<file path="src/rtl/fetch_thread_pick.sv">
module fetch_thread_pick #(
  parameter int NUM_THR = 4,
  parameter int CNT_W   = 6,
  parameter int BLK_WIDE   = 8,
  parameter int BLK_NARROW = 4,
  localparam int IDW = $clog2(NUM_THR),
  localparam int KW  = CNT_W + IDW
) (
  input  logic                     clk,
  input  logic                     rst,
  input  logic [1:0]               policy,
  input  logic [1:0]               cfg,
  input  logic [NUM_THR-1:0]       elig,
  input  logic [NUM_THR*CNT_W-1:0] icnt_flat,
  input  logic [NUM_THR*CNT_W-1:0] brcnt_flat,
  input  logic [NUM_THR*CNT_W-1:0] miss_flat,
  output logic                     pick0_vld,
  output logic [IDW-1:0]           pick0_id,
  output logic [3:0]               pick0_len,
  output logic                     pick1_vld,
  output logic [IDW-1:0]           pick1_id,
  output logic [3:0]               pick1_len
);

  localparam logic [3:0] LEN_W = 4'(BLK_WIDE);
  localparam logic [3:0] LEN_N = 4'(BLK_NARROW);

  logic [IDW-1:0] ptr;
  logic [KW-1:0]  key [NUM_THR];
  logic [CNT_W-1:0] cnt_sel;
  logic [KW-1:0]  best_a, best_b;
  logic           hit_a, hit_b, take_b;
  logic [IDW-1:0] win_a, win_b, ptr_nxt;
  logic [3:0]     len_nxt;

  always_comb begin
    for (int i = 0; i < NUM_THR; i++) begin
      case (policy)
        2'b01:   cnt_sel = icnt_flat[i*CNT_W +: CNT_W];
        2'b10:   cnt_sel = brcnt_flat[i*CNT_W +: CNT_W];
        2'b11:   cnt_sel = miss_flat[i*CNT_W +: CNT_W];
        default: cnt_sel = '0;
      endcase
      key[i] = {cnt_sel, IDW'((i + NUM_THR - int'(ptr)) % NUM_THR)};
    end
  end

  always_comb begin
    hit_a  = 1'b0;
    best_a = '1;
    win_a  = '0;
    for (int i = 0; i < NUM_THR; i++)
      if (elig[i] && (!hit_a || key[i] < best_a)) begin
        hit_a  = 1'b1;
        best_a = key[i];
        win_a  = IDW'(i);
      end
    hit_b  = 1'b0;
    best_b = '1;
    win_b  = '0;
    for (int i = 0; i < NUM_THR; i++)
      if (elig[i] && IDW'(i) != win_a && (!hit_b || key[i] < best_b)) begin
        hit_b  = 1'b1;
        best_b = key[i];
        win_b  = IDW'(i);
      end
  end

  assign take_b  = hit_a && hit_b && (cfg != 2'b00);
  assign len_nxt = (cfg == 2'b01) ? LEN_N : LEN_W;

  always_comb begin
    ptr_nxt = ptr;
    if (take_b)     ptr_nxt = IDW'((int'(win_b) + 1) % NUM_THR);
    else if (hit_a) ptr_nxt = IDW'((int'(win_a) + 1) % NUM_THR);
  end

  always_ff @(posedge clk) begin
    if (rst) begin
      ptr       <= '0;
      pick0_vld <= 1'b0;
      pick0_id  <= '0;
      pick0_len <= '0;
      pick1_vld <= 1'b0;
      pick1_id  <= '0;
      pick1_len <= '0;
    end else begin
      ptr       <= ptr_nxt;
      pick0_vld <= hit_a;
      pick0_id  <= win_a;
      pick0_len <= hit_a ? len_nxt : 4'd0;
      pick1_vld <= take_b;
      pick1_id  <= win_b;
      pick1_len <= take_b ? len_nxt : 4'd0;
    end
  end

  AST_SLOT_DISTINCT: assert property (@(posedge clk) disable iff (rst)
    (pick0_vld && pick1_vld) |-> (pick0_id != pick1_id));

  AST_SLOT_ORDER: assert property (@(posedge clk) disable iff (rst)
    pick1_vld |-> pick0_vld);

  AST_EMPTY_MASK: assert property (@(posedge clk) disable iff (rst)
    (elig == '0) |=> !pick0_vld);

  AST_PICK0_ELIG: assert property (@(posedge clk) disable iff (rst)
    pick0_vld |-> |($past(elig) & (NUM_THR'(1) << pick0_id)));

  AST_PICK1_ELIG: assert property (@(posedge clk) disable iff (rst)
    pick1_vld |-> |($past(elig) & (NUM_THR'(1) << pick1_id)));

  AST_SINGLE_SHAPE: assert property (@(posedge clk) disable iff (rst)
    (cfg == 2'b00) |=> !pick1_vld);

  AST_NARROW_LEN: assert property (@(posedge clk) disable iff (rst)
    (cfg == 2'b01 && elig != '0) |=> (pick0_len == LEN_N));

  AST_IDLE_LEN: assert property (@(posedge clk) disable iff (rst)
    !pick0_vld |-> (pick0_len == 4'd0));

endmodule

</file>
<file path="config.mk">
export PLATFORM = sky130hd
export DESIGN_NAME = fetch_thread_pick
export DESIGN_NICKNAME = d
export VERILOG_FILES = /design/src/rtl/fetch_thread_pick.sv
export SDC_FILE = /design/constraint.sdc
export NUM_CORES = 1
export LEC_CHECK = 0
export ABC_AREA = 0
export BUFFER_PORTS_ARGS = -buffer_cell sky130_fd_sc_hd__buf_4
export CAP_MARGIN = 30
export CORE_MARGIN = 1.5
export CORE_UTILIZATION = 40
export DETAILED_ROUTE_END_ITERATION = 12
export GPL_ROUTABILITY_DRIVEN = 0
export PLACE_DENSITY = 0.7
export SKIP_CTS_REPAIR_TIMING = 1
export SYNTH_ARGS = -nofsm -noshare
export SYNTH_HDL_FRONTEND = slang
export SYNTH_SLANG_ARGS = --single-unit
</file>
<file path="constraint.sdc">
create_clock -name clk -period 11.3 [get_ports clk]
set_input_delay 0.565 -clock clk [delete_from_list [all_inputs] [get_ports clk]]
set_output_delay 0.565 -clock clk [all_outputs]
set_load 0.05 [all_outputs]
</file>
**After elaboration in Yosys (flattened, before gate mapping)**

Index checks and enable logic that the tools add are counted.

- Flip-flop bits (word level): 16
- Output and inout bits: 14
- Word-level logic and storage cells: 84

- $add $sub $neg: 6
- Order comparisons: 6
- Equal/unequal tests: 7
- Muxes and demuxes: 27
- Bitwise operators: 2
- Reductions and logical operators: 29

Operators by type and width:

| kind | count |
|---|---|
| $pmux 6 s3 | 4 |
| $lt 8x8->1 | 6 |
| $mux 8 | 6 |
| $logic_and 1x1->1 | 12 |
| $mux 2 | 6 |
| $mux 1 | 10 |
| $logic_not 1->1 | 6 |
| $logic_or 1x1->1 | 6 |
| $reduce_bool 2->1 | 3 |
| $add 2x1->2 const B | 2 |
| $eq 2x1->1 const B | 2 |
| $eq 2x2->1 const B | 2 |
| $mux 4 | 1 |
| $ne 2x2->1 const A | 2 |
| $reduce_or 2->1 | 2 |
| $sub 1x2->2 const A | 2 |
| $sub 2x2->2 const A | 2 |
| $ne 1x2->1 const A | 1 |
| $not 1->1 | 2 |

**Logic depth before layout (Yosys ltp)**

Gate-level depths: netlist of the first run.

- Depth in word-level cells: 34
- Depth in mapped cells: 59
- Gate-level depth less buffers: 53

**Least setup slack after synthesis of the first run**

OpenSTA, ideal clock, no wires.

- Path type: input port to flip-flop
- From: input port policy[0]
- To: register ptr[0]
- Arrival: 10423 ps
- Required time: 11183 ps
- Path slack: 760 ps
- Stages on the path: 55
- Buffers on the path: 7
- Cells stage by stage: buf_6 clkbuf_1 mux2_2 a22o_1 ha_1 nand2_1 o2111ai_1 o221ai_1 o21ai_1 clkbuf_1 nand2_1 o21ai_0 ha_1 a211o_1 nor4_1 a311oi_2 nor2_2 clkbuf_1 [... 19 more ...] ha_1 a21o_1 a21o_1 a21oi_1 a21boi_0 a21oi_1 a21oi_2 buf_4 nand2_1 o21a_1 ha_1 a21o_1 a21o_1 a21oi_1 nand2_1 a21oi_1 o21ai_2 a32o_1

- Word-level cells in the longest chain between the ends: 33

Ends and longest elaborated chain:

| what | RTL line | RTL |
|---|---|---|
| start, declared | 11 | `input logic [1:0] policy,` |
| branches (longest 33 deep; another with $lt 8x8->1) | - |  |
| end signal, assigned | 88 | `ptr <= ptr_nxt;` |
| end, declared | 28 | `logic [IDW-1:0] ptr;` |

Several ways; the timed one is not identified. The select of a mux whose other input is x is not followed.
A chain may end at the register's enable or synchronous reset.

**Final worst setup path of the first run**

Same ends and word-level chain as after synthesis.

==> results.toml, run 1 <==
[detailed_routing]
drtPass1Iterations = 4
vias = 2774
wirelength_um = 7170
wire_per_inst_um = 14.4
drt-initial-drc-count = 167
vias_per_cell = 5.56
drtAntennaViolNets = 0
drcViolationCount = 0

[clocking]
root_buffer = "clkbuf_8"
cts_tree = "done"
htreeDepth = 1
insertion_delay_ps = 230
clock-sinks = 12
cts_buffer_depth = 2
cts.clk_slew.worst_paths_ps = 50
cts_buffers = 3

[job]
drv_cap = 0

[pwr]
ir_drop_uv = 90.3
swShare = 0.469
clockPowerShare = 0.096
p_seq_frac = 0.146
power_density_nw_per_um2 = 111
power.switching_uw = 178
p_comb_frac = 0.758
intPower_uw = 202
cellLeakagePower_nw = 1.69

[timing]
worstMarginPinSlew_ps = 647
setup_violations = 0
slew_violations = 0
fin_tns_setup_ps = 0
post-route-period-util = 0.940
hold_violations = 0
fmax_mhz = 94.2
finalClockSkew_ps = 4.44
worst_hold_slack_ps = 602
period_minus_slack_ps = 10620
relSlewSlack = 0.564

[global_route]
grt_pass1_vias = 2757
grt_pass1_wl_um = 12300
grt_usage = 0.225
grt_max_degree = 25
globalRoute.totalOverflow = 0
antenna_found_initial = 0

[worst_setup_path]
r2r-start = "ptr[0]$_SDFFE_PP0P_"
cpMaxStageDelayCell = "o21ai_0"
path_delay_family = "compound AO/OA/AOI/OAI gates"
start_kind = "input port"
crit_top_cell = "a21oi_1"
r2r_slack_ps = 1680
r2r_cells = 49
worstPathMaxFanout = 15
slowest_delay_ps = 400
worst_ep_required_time_ps = 11430
crit_arrival_ps = 10740
r2r-end = "ptr[0]$_SDFFE_PP0P_"
crit_type = "input port to flop"
cp-end-kind = "flop"
cp_num_buf_inv = 6

[yosys]
synth.distinct_cells = 55
synthesis.area_um2 = 2530
yosys_warnings = 0
synth_area_leaders = "ha_1, mux2_2, dfxtp_1, a22o_1, a21oi_1"
synthCells = 330
ys_seq_area_frac = 0.0948
yosys.area.top_type_share = 0.192
ys_ff_latch = 12
synth_top_cell_by_area = "ha_1"
synth_area_per_cell_um2 = 7.68

[layout]
stdcell_area_um2 = 3420
fin_nets = 547
utilization = 0.568
syn2layout_area_growth_pct = 34.9
diodes = 0
drive_gt1_frac = 0.366

[floorplan]
die_y_um = 82.6
pin_count = 96
start_util = 0.421
rows = 28
core-area_um2 = 6030
dieArea_um2 = 6820
die_w_um = 82.6

[placement]
io_buffers = 91
placed_cell_area_um2 = 3340
dp_hpwl_um = 6050

[hold_path]
hold_path.class = "input port to flop"
hold_path_end = "pick0_id[0]$_SDFF_PP0_"
min_path_cells = 2
min_from = "rst"

[run_status]
status = "finished clean"
[power groups by stage]
| stage | clock, mW | sequential (mW) | combinational (mW) |
|---|---|---|---|
| floorplan | 0 | 0.0664 | 0.185 |
| global placement | 0 | 0.0559 | 0.272 |
| detailed placement | 0 | 0.0560 | 0.279 |
| CTS | 0.0375 | 0.0552 | 0.280 |
| global route | 0.0409 | 0.0571 | 0.324 |
| finish | 0.0365 | 0.0556 | 0.288 |
[cell type report]
| class | count | area (um^2) |
|---|---|---|
| inverters | 16 | 60.1 |
| flip-flops and latches | 12 | 240 |
| well taps | 75 | 93.8 |
| multi-input cells | 284 | 2170 |
| clock buffers | 3 | 41.3 |
| fillers | 602 | 2610 |
| repair buffers | 109 | 818 |
[through the flow]
| step | power, mW | setup slack (ps) | instances |
|---|---|---|---|
| 2_1_floorplan | 0.251 | 760 | 333 |
| 3_3_place_gp | 0.328 | 157 | 495 |
| 3_5_place_dp | 0.335 | -26.4 | 495 |
| 4_1_cts | 0.373 | 169 | 498 |
| 5_1_grt | 0.422 | -64.3 | 499 |
| 6_report | 0.380 | 681 | 499 |
[Yosys cell counts, drive strengths merged]
cell type and count:
a221oi 1, clkbuf 14, nor2 20, a32o 3, o22ai 2, a31o 1, a21o 8, clkinv 1
conb 1, a22o 18, o31a 1, nor2b 4, o211ai 2, mux2 26, a311oi 1, o2111ai 2
nand2 33, nor4 3, and3 3, a21boi 2, nand4 5, a211o 1, o21ai 30, o31ai 1
ha 39, nor3 6, nand2b 5, a221o 5, inv 15, nand3 5, o21a 10, o21bai 3
dfxtp 12, o221ai 2, o211a 2, and2 1, a211oi 3, o21ba 1, xnor2 1, a21oi 29
a31oi 1, buf 7
[cells in the final DEF (no fill, tap or decap), types with 4 or more instances in the layout]
| cell type | count |
|---|---|
| o21ai_1 | 9 |
| a21oi_1 | 27 |
| buf_4 | 109 |
| nand4_1 | 5 |
| nand2_1 | 32 |
| o21ai_0 | 19 |
| a21o_1 | 7 |
| dfxtp_1 | 12 |
| mux2_2 | 24 |
| nor3_1 | 6 |
| o21a_1 | 10 |
| nand3_1 | 5 |
| nor2_1 | 19 |
| ha_1 | 39 |
| conb_1 | 4 |
| inv_1 | 14 |
| nand2b_1 | 5 |
| a221o_1 | 5 |
| a22o_1 | 18 |
[worst max path at each step]
stage	from	to	slack, ps	cells past startpoint
final	policy[0]	ptr[0]$_SDFFE_PP0P_	680	55
after global routing	policy[0]	ptr[0]$_SDFFE_PP0P_	-60	55
after CTS	policy[0]	ptr[0]$_SDFFE_PP0P_	170	53
after detailed placement	policy[0]	ptr[0]$_SDFFE_PP0P_	-30	53
after global placement	policy[0]	ptr[0]$_SDFFE_PP0P_	160	53
after floorplan	policy[0]	ptr[0]$_SDFFE_PP0P_	760	55
[routing by layer]
layer	track usage	share of wire	vias to the layer above
li1	-	-	1430
met1	0.289	0.45	1263
met2	0.424	0.50	81
met3	0.0187	0.052	0
met4	0.0100	0	0
met5	0	0	-
[kinds of logic after synthesis]
group / share of synthesized area
AO/OA/AOI/OAI: 0.371
AND/OR/NAND/NOR: 0.154
adder cells (fa/ha/maj): 0.192
buffers and inverters: 0.0661
multiplexers: 0.117
flip-flops: 0.0948
other: 0.00148
XOR/XNOR: 0.00346
[state kept, by name (all words and copies together) (netlist names)]
name,flops
pick0_id,2
pick0_len,2
pick0_vld,1
pick1_id,2
pick1_len,2
pick1_vld,1
ptr,2
(Power assumes the default switching activity.)
==> inputs of run 2 (changes only) <==
--- a/config.mk
+++ b/config.mk
@@ -6,13 +6,12 @@
 export NUM_CORES = 1
 export LEC_CHECK = 0
 export ABC_AREA = 0
-export BUFFER_PORTS_ARGS = -buffer_cell sky130_fd_sc_hd__buf_4
 export CAP_MARGIN = 30
 export CORE_MARGIN = 1.5
 export CORE_UTILIZATION = 40
 export DETAILED_ROUTE_END_ITERATION = 12
+export DONT_BUFFER_PORTS = 1
 export GPL_ROUTABILITY_DRIVEN = 0
-export PLACE_DENSITY = 0.7
 export SKIP_CTS_REPAIR_TIMING = 1
 export SYNTH_ARGS = -nofsm -noshare
 export SYNTH_HDL_FRONTEND = slang
==> run 2 against run 1 <==
Cell count is 14% lower; global-route usage fell by 2.6 points; die area did not move; total power down 2.7%; wire length shrank 8.3%; critical path type unchanged; critical endpoint unchanged; largest power group unchanged.
==> results.toml, run 2 (synthesized netlist as in run 1, its figures left out) <==
[worst_setup_path]
slowest_delay_ps = 370
crit_top_cell = "a21oi_1"
worst_ep_required_time_ps = 11430
r2r_cells = 48
cp-end-kind = "flop"
start_kind = "input port"
crit_arrival_ps = 10530
crit_type = "input port to flop"
cpMaxStageDelayCell = "a221o_1"
worstPathMaxFanout = 25

[hold_path]
min_path_cells = 1
hold_path.class = "input port to flop"

[detailed_routing]
drcViolationCount = 0
drtPass1Iterations = 4
wire_per_inst_um = 15.3
drt-initial-drc-count = 132
vias_per_cell = 5.72
drtAntennaViolNets = 0
wirelength_um = 6580
vias = 2452

[pwr]
clockPowerShare = 0.103
p_comb_frac = 0.705
intPower_uw = 199
ir_drop_uv = 81.0
power.switching_uw = 171
p_seq_frac = 0.192
swShare = 0.463
power_density_nw_per_um2 = 128
cellLeakagePower_nw = 1.35

[timing]
period_minus_slack_ps = 10400
slew_violations = 0
fin_tns_setup_ps = 0
worstMarginPinSlew_ps = 623
finalClockSkew_ps = 0.391
rsz0062_at_grt = "false"
post-route-period-util = 0.920
setup_violations = 0
relSlewSlack = 0.581
hold_violations = 0
fmax_mhz = 96.2

[placement]
dp_hpwl_um = 5580
io_buffers = 0
placed_cells = 426

[floorplan]
die_w_um = 82.6
start_util = 0.421
core-area_um2 = 6030
dieArea_um2 = 6820
rows = 28
pin_count = 96
die_y_um = 82.6

[layout]
final_common_cell = "ha_1"
syn2layout_area_growth_pct = 13.9
drive_gt1_frac = 0.232
finalNonFillerCells = 429
fin_nets = 477
diodes = 0
final_cell_mix = "ha_1, buf_4, nand2_1, a21oi_1, o21ai_0"

[global_route]
grt_pass1_vias = 2314
grt_max_degree = 26
globalRoute.totalOverflow = 0
grt_pass1_wl_um = 10800
antenna_found_initial = 0
grt_usage = 0.198

[clocking]
cts_buffers = 3
insertion_delay_ps = 240
cts_tree = "done"
root_buffer = "clkbuf_8"
cts.clk_slew.worst_paths_ps = 50
htreeDepth = 1
clock-sinks = 12
cts_buffer_depth = 2

[job]
drv_cap = 0

[run_status]
status = "finished clean"
==> run 2: changes by cell type in the layout (fill, tap and decap cells not counted), sizes merged <==
cell and delta:
buf -70
==> run 2: worst max-delay path, delay by kind of cell <==
family                   cells  cell delay (ps)
multiplexers                 2              660
AND/OR/NAND/NOR             10             1400
adder cells (fa/ha/maj)      6             1460
AO/OA/AOI/OAI               29             5670
buffers and inverters        6              780
==> run 2: path summary, 6_finish.rpt <==
path              slack (ps)                      to           startpoint
setup / recovery         900     ptr[0]$_SDFFE_PP0P_            policy[0]
hold / removal           390  pick1_id[1]$_SDFF_PP0_                  rst
setup reg to reg        1720     ptr[0]$_SDFFE_PP0P_  ptr[0]$_SDFFE_PP0P_
hold reg to reg          850     ptr[1]$_SDFFE_PP0P_  ptr[1]$_SDFFE_PP0P_
==> run 2: power groups by stage <==
stage | registers, mW | clock network [mW] | logic [mW]
CTS | 0.0711 | 0.0391 | 0.258
floorplan | 0.0664 | 0 | 0.185
global placement | 0.0721 | 0 | 0.251
finish | 0.0711 | 0.0381 | 0.261
detailed placement | 0.0720 | 0 | 0.256
global route | 0.0722 | 0.0410 | 0.297
==> run 2: through the flow <==
stage | instance area, um^2 | setup slack [ps] | hold slack (ps) | total power, mW | util
after floorplan | 2550 | 760 | 649 | 0.251 | -
after global placement | 2840 | 507 | 639 | 0.323 | 0.471
after detailed placement | 2840 | 400 | 640 | 0.328 | 0.471
after CTS | 2880 | 566 | 383 | 0.369 | 0.478
after global routing | 2890 | 15.7 | 379 | 0.410 | 0.479
final | 2890 | 905 | 388 | 0.370 | 0.479
==> run 2: cell type report <==
cell class                      instances  area, um^2
Tap cell                               75        93.8
Fill cell                             634        3140
Multi-Input combinational cell        284        2150
Clock buffer                            3        41.3
Inverter                               16        60.1
Sequential cell                        12         240
Timing Repair Buffer                   39         305
==> run 2: per-layer routing <==
metal / track usage / share of wire / up-vias
met2: 0.328 / 0.44 / 73
li1: - / - / 1291
met4: 0.0267 / 0.0032 / 0
met1: 0.282 / 0.50 / 1085
met3: 0.0209 / 0.060 / 3
met5: 0 / 0 / -
